==> src/rtl/cfgl_pkg.sv <==
package cfgl_pkg;

    localparam int          WORD_W    = 32;
    localparam int          WORD_SH   = $clog2(WORD_W);
    localparam logic [31:0] SYNC_WORD = 32'h11FF22AA;

    typedef enum logic [3:0] {
        PH_IDLE,
        PH_PWRUP,
        PH_SIG,
        PH_GAP,
        PH_PRE,
        PH_SYNC,
        PH_REGS,
        PH_BITS,
        PH_POST,
        PH_DONE,
        PH_TOUT
    } phase_e;

    // Phases in which chip-select is low and words are shifted
    function automatic logic ph_shifting(phase_e p);
        return p inside {PH_SIG, PH_PRE, PH_SYNC, PH_REGS, PH_BITS, PH_POST};
    endfunction

    // Phases in which a start pulse is accepted
    function automatic logic ph_armable(phase_e p);
        return p inside {PH_IDLE, PH_DONE, PH_TOUT};
    endfunction

    function automatic int imax(int a, int b);
        return (a > b) ? a : b;
    endfunction

endpackage

==> src/rtl/cfgl_sync.sv <==
module cfgl_sync #(
    parameter int STAGES = 2
) (
    input  logic clk,
    input  logic rst,
    input  logic d_i,
    output logic q_o
);
    logic [STAGES-1:0] q;

    always_ff @(posedge clk) begin
        if (rst) q <= '0;
        else     q <= {q[STAGES-2:0], d_i};
    end

    assign q_o = q[STAGES-1];
endmodule

==> src/rtl/cfgl_shift.sv <==
module cfgl_shift
    import cfgl_pkg::*;
#(
    parameter int HALF_DIV = 4
) (
    input  logic              clk,
    input  logic              rst,
    input  logic              ld_i,
    input  logic [WORD_W-1:0] word_i,
    output logic              sck_o,
    output logic              mosi_o,
    output logic              busy_o,
    output logic              done_o
);
    localparam int HC_W  = (HALF_DIV > 1) ? $clog2(HALF_DIV) : 1;
    localparam int BIT_W = $clog2(WORD_W);

    logic [WORD_W-1:0] sh;
    logic [HC_W-1:0]   hcnt;
    logic [BIT_W-1:0]  bitc;

    always_ff @(posedge clk) begin
        if (rst) begin
            sh     <= '0;
            hcnt   <= '0;
            bitc   <= '0;
            sck_o  <= 1'b0;
            busy_o <= 1'b0;
            done_o <= 1'b0;
        end else begin
            done_o <= 1'b0;
            if (ld_i && !busy_o) begin
                sh     <= word_i;
                bitc   <= '0;
                hcnt   <= '0;
                sck_o  <= 1'b0;
                busy_o <= 1'b1;
            end else if (busy_o) begin
                if (hcnt == HC_W'(HALF_DIV - 1)) begin
                    hcnt <= '0;
                    if (!sck_o) begin
                        sck_o <= 1'b1;
                    end else begin
                        sck_o <= 1'b0;
                        if (bitc == BIT_W'(WORD_W - 1)) begin
                            busy_o <= 1'b0;
                            done_o <= 1'b1;
                            sh     <= '0;
                        end else begin
                            bitc <= bitc + 1'b1;
                            sh   <= sh >> 1;
                        end
                    end
                end else begin
                    hcnt <= hcnt + 1'b1;
                end
            end
        end
    end

    assign mosi_o = sh[0];
endmodule

==> src/rtl/cfgl_seq.sv <==
module cfgl_seq
    import cfgl_pkg::*;
#(
    parameter int PWRUP_CYC = 20_420_000,
    parameter int GAP_CYC   = 400_000,
    parameter int PRE_WORDS = 321,
    parameter int REG_WORDS = 9,
    parameter int BIT_WORDS = 11264,
    parameter int POST_MIN  = 6,
    parameter int POST_MAX  = 64,
    parameter int CNT_W     = 14
) (
    input  logic             clk,
    input  logic             rst,
    input  logic             start_i,
    input  logic             cfg_hi_i,
    input  logic             sh_busy_i,
    input  logic             sh_done_i,
    input  logic             bs_valid_i,
    output phase_e           phase_o,
    output logic [CNT_W-1:0] cnt_o,
    output logic             ld_o,
    output logic             bs_rdy_o
);
    localparam int TMR_W = $clog2(imax(PWRUP_CYC, GAP_CYC) + 1);

    phase_e           phase;
    logic [TMR_W-1:0] tmr;
    logic [CNT_W-1:0] cnt;
    logic             slot_free;

    always_ff @(posedge clk) begin
        if (rst) begin
            phase <= PH_IDLE;
            tmr   <= '0;
            cnt   <= '0;
        end else begin
            unique case (phase)
                PH_IDLE, PH_DONE, PH_TOUT: if (start_i) begin
                    phase <= PH_PWRUP;
                    tmr   <= '0;
                    cnt   <= '0;
                end
                PH_PWRUP: begin
                    if (tmr == TMR_W'(PWRUP_CYC - 1)) begin
                        phase <= PH_SIG;
                        tmr   <= '0;
                    end else tmr <= tmr + 1'b1;
                end
                PH_SIG: if (sh_done_i) begin
                    phase <= PH_GAP;
                    tmr   <= '0;
                end
                PH_GAP: begin
                    if (tmr == TMR_W'(GAP_CYC - 1)) begin
                        phase <= PH_PRE;
                        cnt   <= '0;
                    end else tmr <= tmr + 1'b1;
                end
                PH_PRE: if (sh_done_i) begin
                    if (cnt == CNT_W'(PRE_WORDS - 1)) begin
                        phase <= PH_SYNC;
                        cnt   <= '0;
                    end else cnt <= cnt + 1'b1;
                end
                PH_SYNC: if (sh_done_i) begin
                    phase <= PH_REGS;
                    cnt   <= '0;
                end
                PH_REGS: if (sh_done_i) begin
                    if (cnt == CNT_W'(REG_WORDS - 1)) begin
                        phase <= PH_BITS;
                        cnt   <= '0;
                    end else cnt <= cnt + 1'b1;
                end
                PH_BITS: if (sh_done_i) begin
                    if (cnt == CNT_W'(BIT_WORDS - 1)) begin
                        phase <= PH_POST;
                        cnt   <= '0;
                    end else cnt <= cnt + 1'b1;
                end
                PH_POST: if (sh_done_i) begin
                    if (cfg_hi_i && cnt >= CNT_W'(POST_MIN - 1))
                        phase <= PH_DONE;
                    else if (cnt == CNT_W'(POST_MAX - 1))
                        phase <= PH_TOUT;
                    else
                        cnt <= cnt + 1'b1;
                end
                default: phase <= PH_IDLE;
            endcase
        end
    end

    // A new word may be issued once the shifter is idle and its completion has been consumed
    assign slot_free = ph_shifting(phase) && !sh_busy_i && !sh_done_i;
    assign bs_rdy_o  = slot_free && (phase == PH_BITS);
    assign ld_o      = slot_free && ((phase != PH_BITS) || bs_valid_i);
    assign phase_o   = phase;
    assign cnt_o     = cnt;
endmodule

==> src/rtl/cfgl_loader.sv <==
module cfgl_loader
    import cfgl_pkg::*;
#(
    parameter int PWRUP_CYC = 20_420_000,
    parameter int GAP_CYC   = 400_000,
    parameter int PRE_WORDS = 321,
    parameter int REG_WORDS = 9,
    parameter int BIT_WORDS = 11264,
    parameter int POST_MIN  = 6,
    parameter int POST_MAX  = 64,
    parameter int HALF_DIV  = 4
) (
    input  logic                      clk,
    input  logic                      rst,
    input  logic                      start_i,
    input  logic                      config_i,
    input  logic [REG_WORDS*32-1:0]   reg_words_i,
    input  logic [31:0]               bs_data_i,
    input  logic                      bs_valid_i,
    output logic                      bs_rdy_o,
    output logic                      spi_csn_o,
    output logic                      spi_sck_o,
    output logic                      spi_mosi_o,
    output logic                      done_o,
    output logic                      err_o
);
    localparam int CNT_MAX = imax(imax(PRE_WORDS, REG_WORDS), imax(BIT_WORDS, POST_MAX));
    localparam int CNT_W   = $clog2(CNT_MAX + 1);

    phase_e                    phase;
    logic [CNT_W-1:0]          cnt;
    logic                      cfg_hi, ld, sh_busy, sh_done;
    logic [WORD_W-1:0]         tx_word;
    logic [REG_WORDS*32-1:0]   reg_sel;

    cfgl_sync #(.STAGES(2)) u_sync (
        .clk (clk), .rst (rst), .d_i (config_i), .q_o (cfg_hi)
    );

    cfgl_seq #(
        .PWRUP_CYC (PWRUP_CYC), .GAP_CYC (GAP_CYC),
        .PRE_WORDS (PRE_WORDS), .REG_WORDS (REG_WORDS),
        .BIT_WORDS (BIT_WORDS), .POST_MIN (POST_MIN),
        .POST_MAX  (POST_MAX),  .CNT_W (CNT_W)
    ) u_seq (
        .clk        (clk),
        .rst        (rst),
        .start_i    (start_i),
        .cfg_hi_i   (cfg_hi),
        .sh_busy_i  (sh_busy),
        .sh_done_i  (sh_done),
        .bs_valid_i (bs_valid_i),
        .phase_o    (phase),
        .cnt_o      (cnt),
        .ld_o       (ld),
        .bs_rdy_o   (bs_rdy_o)
    );

    // Register word k selected by shifting the packed vector down by 32*k
    assign reg_sel = reg_words_i >> {cnt, {WORD_SH{1'b0}}};

    always_comb begin
        case (phase)
            PH_SYNC: tx_word = SYNC_WORD;
            PH_REGS: tx_word = reg_sel[WORD_W-1:0];
            PH_BITS: tx_word = bs_data_i;
            default: tx_word = '0;
        endcase
    end

    cfgl_shift #(.HALF_DIV(HALF_DIV)) u_shift (
        .clk    (clk),
        .rst    (rst),
        .ld_i   (ld),
        .word_i (tx_word),
        .sck_o  (spi_sck_o),
        .mosi_o (spi_mosi_o),
        .busy_o (sh_busy),
        .done_o (sh_done)
    );

    assign spi_csn_o = !ph_shifting(phase);
    assign done_o    = (phase == PH_DONE);
    assign err_o     = (phase == PH_TOUT);
endmodule

==> config.mk <==
export PLATFORM = sky130hd
export DESIGN_NAME = cfgl_loader
export DESIGN_NICKNAME = d
export VERILOG_FILES = /design/src/rtl/cfgl_pkg.sv /design/src/rtl/cfgl_sync.sv /design/src/rtl/cfgl_shift.sv /design/src/rtl/cfgl_seq.sv /design/src/rtl/cfgl_loader.sv
export SDC_FILE = /design/constraint.sdc
export NUM_CORES = 1
export LEC_CHECK = 0
export ABC_AREA = 0
export BUFFER_PORTS_ARGS = -buffer_cell sky130_fd_sc_hd__buf_2
export CORE_AREA = 5 5 126 128
export DETAILED_ROUTE_END_ITERATION = 10
export DIE_AREA = 0 0 131 133
export GPL_TIMING_DRIVEN = 0
export PLACE_DENSITY = 0.82
export REMOVE_ABC_BUFFERS = 1
export SLEW_MARGIN = 20
export SYNTH_ARGS = -nofsm -noshare
export SYNTH_HDL_FRONTEND = slang
export SYNTH_SLANG_ARGS = --single-unit
==> constraint.sdc <==
create_clock -name clk -period 5.5 [get_ports clk]
set_input_delay 0.55 -clock clk [delete_from_list [all_inputs] [get_ports clk]]
set_output_delay 0.55 -clock clk [all_outputs]
set_load 0.02 [all_outputs]
* After elaboration in Yosys (flattened, before gate mapping)
Index checks and enable logic that the tools add are counted.
Widths: inputs -> output; s select.
** Operators by class
- Add/sub/neg operators :: 4
- Magnitude comparators :: 1
- Eq/ne operators :: 35
- Shifts and indexed selects :: 1
- Muxes and demuxes :: 47
- Bitwise operators :: 4
- Reductions and logical operators :: 26
** Operators with widths (number)
- $shr 288x19->32 :: 1
- $mux 14 :: 12
- $mux 32 :: 4
- $mux 25 :: 4
- $pmux 25 s4 :: 1
- $pmux 14 s7 :: 1
- $pmux 32 s3 :: 1
- $mux 4 :: 14
- $pmux 4 s9 :: 1
- $mux 31 :: 1
- $add 25x1->25 const B :: 1
- $eq 25x19->1 const B :: 1
- $eq 25x25->1 const B :: 1
- $ne 2x1->1 const B :: 11
- $eq 4x3->1 const B :: 4
- $add 14x1->14 const B :: 1
- $eq 14x14->1 const B :: 1
- $eq 14x4->1 const B :: 1
- $eq 14x6->1 const B :: 1
- $eq 14x9->1 const B :: 1
- $ge 14x3->1 const B :: 1
- $reduce_and 13->1 :: 1
- $eq 4x4->1 const B :: 3
- $reduce_and 10->1 :: 1
- 26 further kinds :: 49
** Storage, ports and cells
- Flip-flop bits (word level) :: 87
- Bits of input ports :: 325
- Output and inout bits :: 6
- Word-level logic and storage cells :: 128

* Depth between registers and ports, before layout
- Depth in word-level cells :: 8
- Mapped depth :: 11
- Gate-level depth less buffers :: 8

* By module
A second synthesis with hierarchy kept.
** Second synthesis, totals
- Cell total of the unflattened synthesis :: 825
- Area total of the unflattened synthesis :: 7953.9 um^2
** Modules (own cells, without submodules)
- cfgl_seq :: times used 1, cells an instance 366, area an instance 2920.3 um^2
- cfgl_loader :: times used 1, cells an instance 220, area an instance 2731.4 um^2
- cfgl_shift :: times used 1, cells an instance 235, area an instance 2249.7 um^2
- cfgl_sync :: times used 1, cells an instance 4, area an instance 52.6 um^2

* Least setup slack after synthesis
No wires, ideal clock.
- Path kind :: flip-flop to flip-flop
- From :: reg u_seq.cnt[1] (netlist: u_seq.cnt_o[1])
- To :: reg u_seq.cnt[9] (netlist: u_seq.cnt_o[9])
- Library setup time :: 70 ps
- Arrival time :: 2498 ps
- Required time :: 5430 ps
- Path slack :: 2932 ps
- Stages on the path, launching flop included :: 11
- Clock period less this slack :: 2568 ps
- Cell sequence :: dfxtp_1 > clkbuf_1 > clkbuf_1 > inv_1 > ha_1 > inv_1 > a21boi_0 > o311ai_1 > o2111ai_4 > or4_1 > a21oi_1
** Between the ends
- Word-level cells in the longest chain between the ends :: 5
** RTL lines
- start, declared :: RTL line cfgl_seq.sv:29 : logic [CNT_W-1:0] cnt;
- start signal, assigned :: RTL line cfgl_seq.sv:64 : end else cnt <= cnt + 1'b1;
- start signal, assigned :: RTL line cfgl_seq.sv:74 : end else cnt <= cnt + 1'b1;
- start signal, assigned :: RTL line cfgl_seq.sv:80 : end else cnt <= cnt + 1'b1;
- $add 14x1->14
- $mux 14 :: RTL line cfgl_seq.sv:85 : else if (cnt == CNT_W'(POST_MAX - 1))
- $mux 14 :: RTL line cfgl_seq.sv:83 : if (cfg_hi_i && cnt >= CNT_W'(POST_MIN - 1))
- $mux 14 :: RTL line cfgl_seq.sv:82 : PH_POST: if (sh_done_i) begin
- $pmux 14 s7 :: RTL line cfgl_seq.sv:38 : unique case (phase)
Several ways; a longest one is shown, not always the timed one. The select of a mux whose other input is x is not followed.
A chain may end at the register's enable or synchronous reset.

* Worst setup path after layout
- From :: reg u_seq.cnt[3] (netlist: u_seq.cnt_o[3])
- To :: reg u_shift.sh[6]
** Between the ends
- Word-level cells in the longest chain between the ends :: 3
** RTL lines
- $shr 288x19->32 :: RTL line cfgl_loader.sv:60 : assign reg_sel = reg_words_i >> {cnt, {WORD_SH{1'b0}}};
- $pmux 32 s3 :: RTL line cfgl_loader.sv:63 : case (phase)
- $mux 32 :: RTL line cfgl_shift.sv:32 : if (ld_i && !busy_o) begin
- end signal, assigned :: RTL line cfgl_shift.sv:33 : sh <= word_i;
- end signal, assigned :: RTL line cfgl_shift.sv:51 : sh <= sh >> 1;
- end, declared :: RTL line cfgl_shift.sv:18 : logic [WORD_W-1:0] sh;
Every way passes these cells.

==> flow_summary_export.csv <==
group,metric,value,unit
status,status,"finished, final reports clean",
logic_synthesis,yosysSeqAreaShare,0.2491,
finish,nNetsFinal,1371,
setup_path,max_stage_delay,0.98,ns
power_and_ir_drop,peakVddDrop,0.1930,mV
placed_design,gp_congestion,0.8950,
route,vias,8117,
logic_synthesis,synth_warnings,0,
floorplanning,fp.dieH,133,um
cts,htreeDepth,3,
power_and_ir_drop,p_clk_frac,0.221,
global_routing,grtUsageTotal,0.3244,
route,antenna_left,0,
timing,layout_setup_ws,1.729,ns
logic_synthesis,synth_ff_type,"dfxtp_1",
finish,final_area,8999,um^2
timing,worstMarginPinSlew,1.152,ns
setup_path,critPathSlowestCell,"nor3_2",
global_routing,grt_pass1_wl,43710,um
finish,area_delta_synth_final,28.70,%
placed_design,placed_area,8690,um^2
cts,clk_latency,0.34,ns
power_and_ir_drop,seqPwrFrac,0.326,
timing,slew_viol_final,0,
finish,seq_area,1750,um^2
timing,finalCritPeriodShare,0.6857,
logic_synthesis,syn_area_per_cell,9.116,um^2
placed_design,numPortBuffers,330,
setup_path,reg2regPathDepth,7,
route,vias_per_cell,6.562,
setup_path,cp.required,5.75,ns
logic_synthesis,synth_edf_count,0,
setup_path,path_class,"reg2reg",
cts,post_cts_buffers,0,
run,drv_cap,0,
finish,mostFrequentLayoutCell,"buf_2",
floorplanning,die_w,131,um
setup_path,crit_start,"u_seq.cnt_o[3]$_SDFFE_PP0P_",
finish,finalNonFillerCells,1237,
power_and_ir_drop,combPwrFrac,0.454,
setup_path,critPathTopFamily,"buffers and inverters",
cts,cts_inserted_buffers,9,
cts,clockRootBuffer,"clkbuf_16",
hold_path,min_to,"u_sync.q[0]$_SDFF_PP0_",
placed_design,dp_slack,1.907,ns
floorplanning,ioPinCount,331,
route,drt-pass1-iter-count,6,
power_and_ir_drop,p_sw,1063,uW
logic_synthesis,mappedNetlistArea,6992,um^2
floorplanning,fp-row-count,45,
route,drt-total-wl,29340,um
timing,fin_skew,0.008654,ns
setup_path,r2r_end,"u_shift.sh[6]$_SDFFE_PP0P_",
timing,rsz0062_at_grt,"no",
placed_design,dp_cells,1216,
route,drcViolationCount,0,
setup_path,start_kind,"flop",
floorplanning,start_util,0.4740,
hold_path,whs_path_depth,2,
logic_synthesis,yosysUniqueCellTypes,68,
cts,cts.sink_count,87,
setup_path,cp.arrival,4.02,ns
timing,fmax,265.2,MHz
power_and_ir_drop,swShare,0.3884,
global_routing,grt_overflow,0,
setup_path,cp.buffers_inverters,2,
finish,multi_input_area,4903,um^2
global_routing,grt_pass1_vias,7645,
timing,slew-limit-headroom,0.2321,
hold_path,hold_start,"config_i",
finish,drive_above_1_share,0.4199,
setup_path,path_cells,"clkinv_1 -> nor3_2 -> buf_4 -> a22oi_1 -> o2bb2ai_1 -> a221oi_1 -> a211oi_1",
cts,ctsHoldBuffers,0,
setup_path,path_depth,7,
finish,final_cell_mix,"buf_2, dfxtp_1, nor2_1",
timing,layout_min_cycle_time,3.771,ns
logic_synthesis,synth_seq_cells,87,
power_and_ir_drop,intPower,1673,uW
cts,cts.repair.resized,0,
cts,cts_tree,"built",
power_and_ir_drop,p_leak,0.003631,uW
placed_design,hpwl,23110,um
route,wl_per_cell,23.72,um
power_and_ir_drop,p_per_area,304.0,nW/um^2
global_routing,grt_max_degree,56,
setup_path,rrSetupSlack,1.73,ns
setup_path,end_kind,"flop",
logic_synthesis,synthArstFlopShare,0,
cts,cts_buffer_depth,2,
timing,hold_viol,0,
timing,setup_viol,0,
timing,holdWs,0.4271,ns
global_routing,grt_antenna_before_repair,7,
logic_synthesis,synthCells,767,
route,drt_iter0_markers,1169,
floorplanning,die-area,17420,um^2
floorplanning,fp.coreArea,14750,um^2
setup_path,crit_path_max_fanout,34,
cts,path_clk_slew,0.06,ns
hold_path,hold_class,"in2reg",
setup_path,worstReg2RegStart,"u_seq.cnt_o[3]$_SDFFE_PP0P_",
finish,num-fill-cells,1311,
-- area by class of cell --
type / count / share of cell area
clock inverters: 2 / 0.001390
multi-input cells: 588 / 0.5449
inverters: 18 / 0.007508
flip-flops and latches: 87 / 0.1945
repair buffers: 335 / 0.1926
well taps: 188 / 0.02614
clock buffers: 13 / 0.03128
diodes: 6 / 0.001669
-- worst register-to-register path, stage by stage, from the launching register on --
cell       delay, ns
dfxtp_1         0.54
clkinv_1        0.97
nor3_2          0.99
buf_4           0.34
a22oi_1         0.13
o2bb2ai_1       0.29
a221oi_1        0.15
a211oi_1        0.27
-- worst max path at each step --
stage / end / slack, ns
after detailed placement: u_shift.sh[6]$_SDFFE_PP0P_ / 1.91
after global placement: u_shift.sh[3]$_SDFFE_PP0P_ / -2.66
final: u_shift.sh[6]$_SDFFE_PP0P_ / 1.73
after floorplan: u_shift.sh[0]$_SDFFE_PP0P_ / 0.36
after global routing: u_shift.sh[6]$_SDFFE_PP0P_ / 1.48
after CTS: u_shift.sh[6]$_SDFFE_PP0P_ / 1.87
-- metal layers --
layer | wire (um) | track usage
met5 | 34 | 0
met1 | 11280 | 0.4529
met4 | 504 | 0.04971
met2 | 13660 | 0.5034
met3 | 3860 | 0.1013
-- flip-flops by register name, indices dropped and copies added, names as in the netlist --
name	count
u_shift.hcnt	2
u_shift.busy_o	1
u_seq.phase_o	4
u_shift.done_o	1
u_shift.sck_o	1
u_shift.bitc	5
u_sync.q	2
u_shift.sh	32
u_seq.cnt_o	14
u_seq.tmr	25
-- metrics by stage --
step                      total power, uW  TNS, ns  utilization
after floorplan                      1732        0            -
after global placement               2099   -76.16       0.5813
after detailed placement             2123        0       0.5891
after CTS                            2730        0       0.6090
after global routing                 2899        0       0.6090
final                                2736        0       0.6100
-- power by group through the flow --
stage	combinational [uW]	clock, uW	sequential (uW)
4_1_cts	1230	612	888
3_3_place_gp	1170	0	924
6_report	1240	604	891
3_5_place_dp	1220	0	900
2_1_floorplan	845	0	887
5_1_grt	1360	632	912
-- logic make-up after synthesis --
kind of cell    count (synthesis)  synth area share
buf+inv                        92           0.05315
simple gates                  259            0.1969
fa+ha+maj                       7           0.01253
mux                            68            0.2103
compound gates                239            0.2593
xor+xnor                       15           0.01879
flops                          87            0.2491
-- Yosys cell counts (all sizes together) (3+ instances only) --
library cell | instances | area (um^2)
dfxtp | 87 | 1742
nor2 | 73 | 276.5
mux4 | 63 | 1419
clkbuf | 58 | 217.7
nand2 | 47 | 176.4
a22oi | 33 | 247.7
a21oi | 32 | 160.2
a211oi | 31 | 232.7
o2bb2ai | 31 | 271.5
o21ai | 27 | 138.9
nand3 | 20 | 100.1
a221oi | 18 | 157.7
a21o | 16 | 120.1
buf | 16 | 86.33
inv | 16 | 60.06
a222oi | 15 | 150.1
or3 | 14 | 93.84
or4 | 14 | 108.9
and3 | 13 | 82.58
nor3 | 13 | 65.06
xnor2 | 12 | 105.1
nand4 | 10 | 62.56
nor4 | 10 | 62.56
nor2b | 8 | 50.05
nor3b | 8 | 65.06
o31ai | 8 | 60.06
a32o | 7 | 70.07
ha | 7 | 87.58
and2 | 5 | 31.28
nor4b | 5 | 43.79
a31oi | 4 | 25.02
mux2i | 4 | 40.04
nand2b | 4 | 25.02
and4 | 3 | 26.28
nor4bb | 3 | 30.03
o2111ai | 3 | 43.80
or2 | 3 | 18.77
xor2 | 3 | 26.28
No activity file was read; power rests on OpenSTA's default activity.
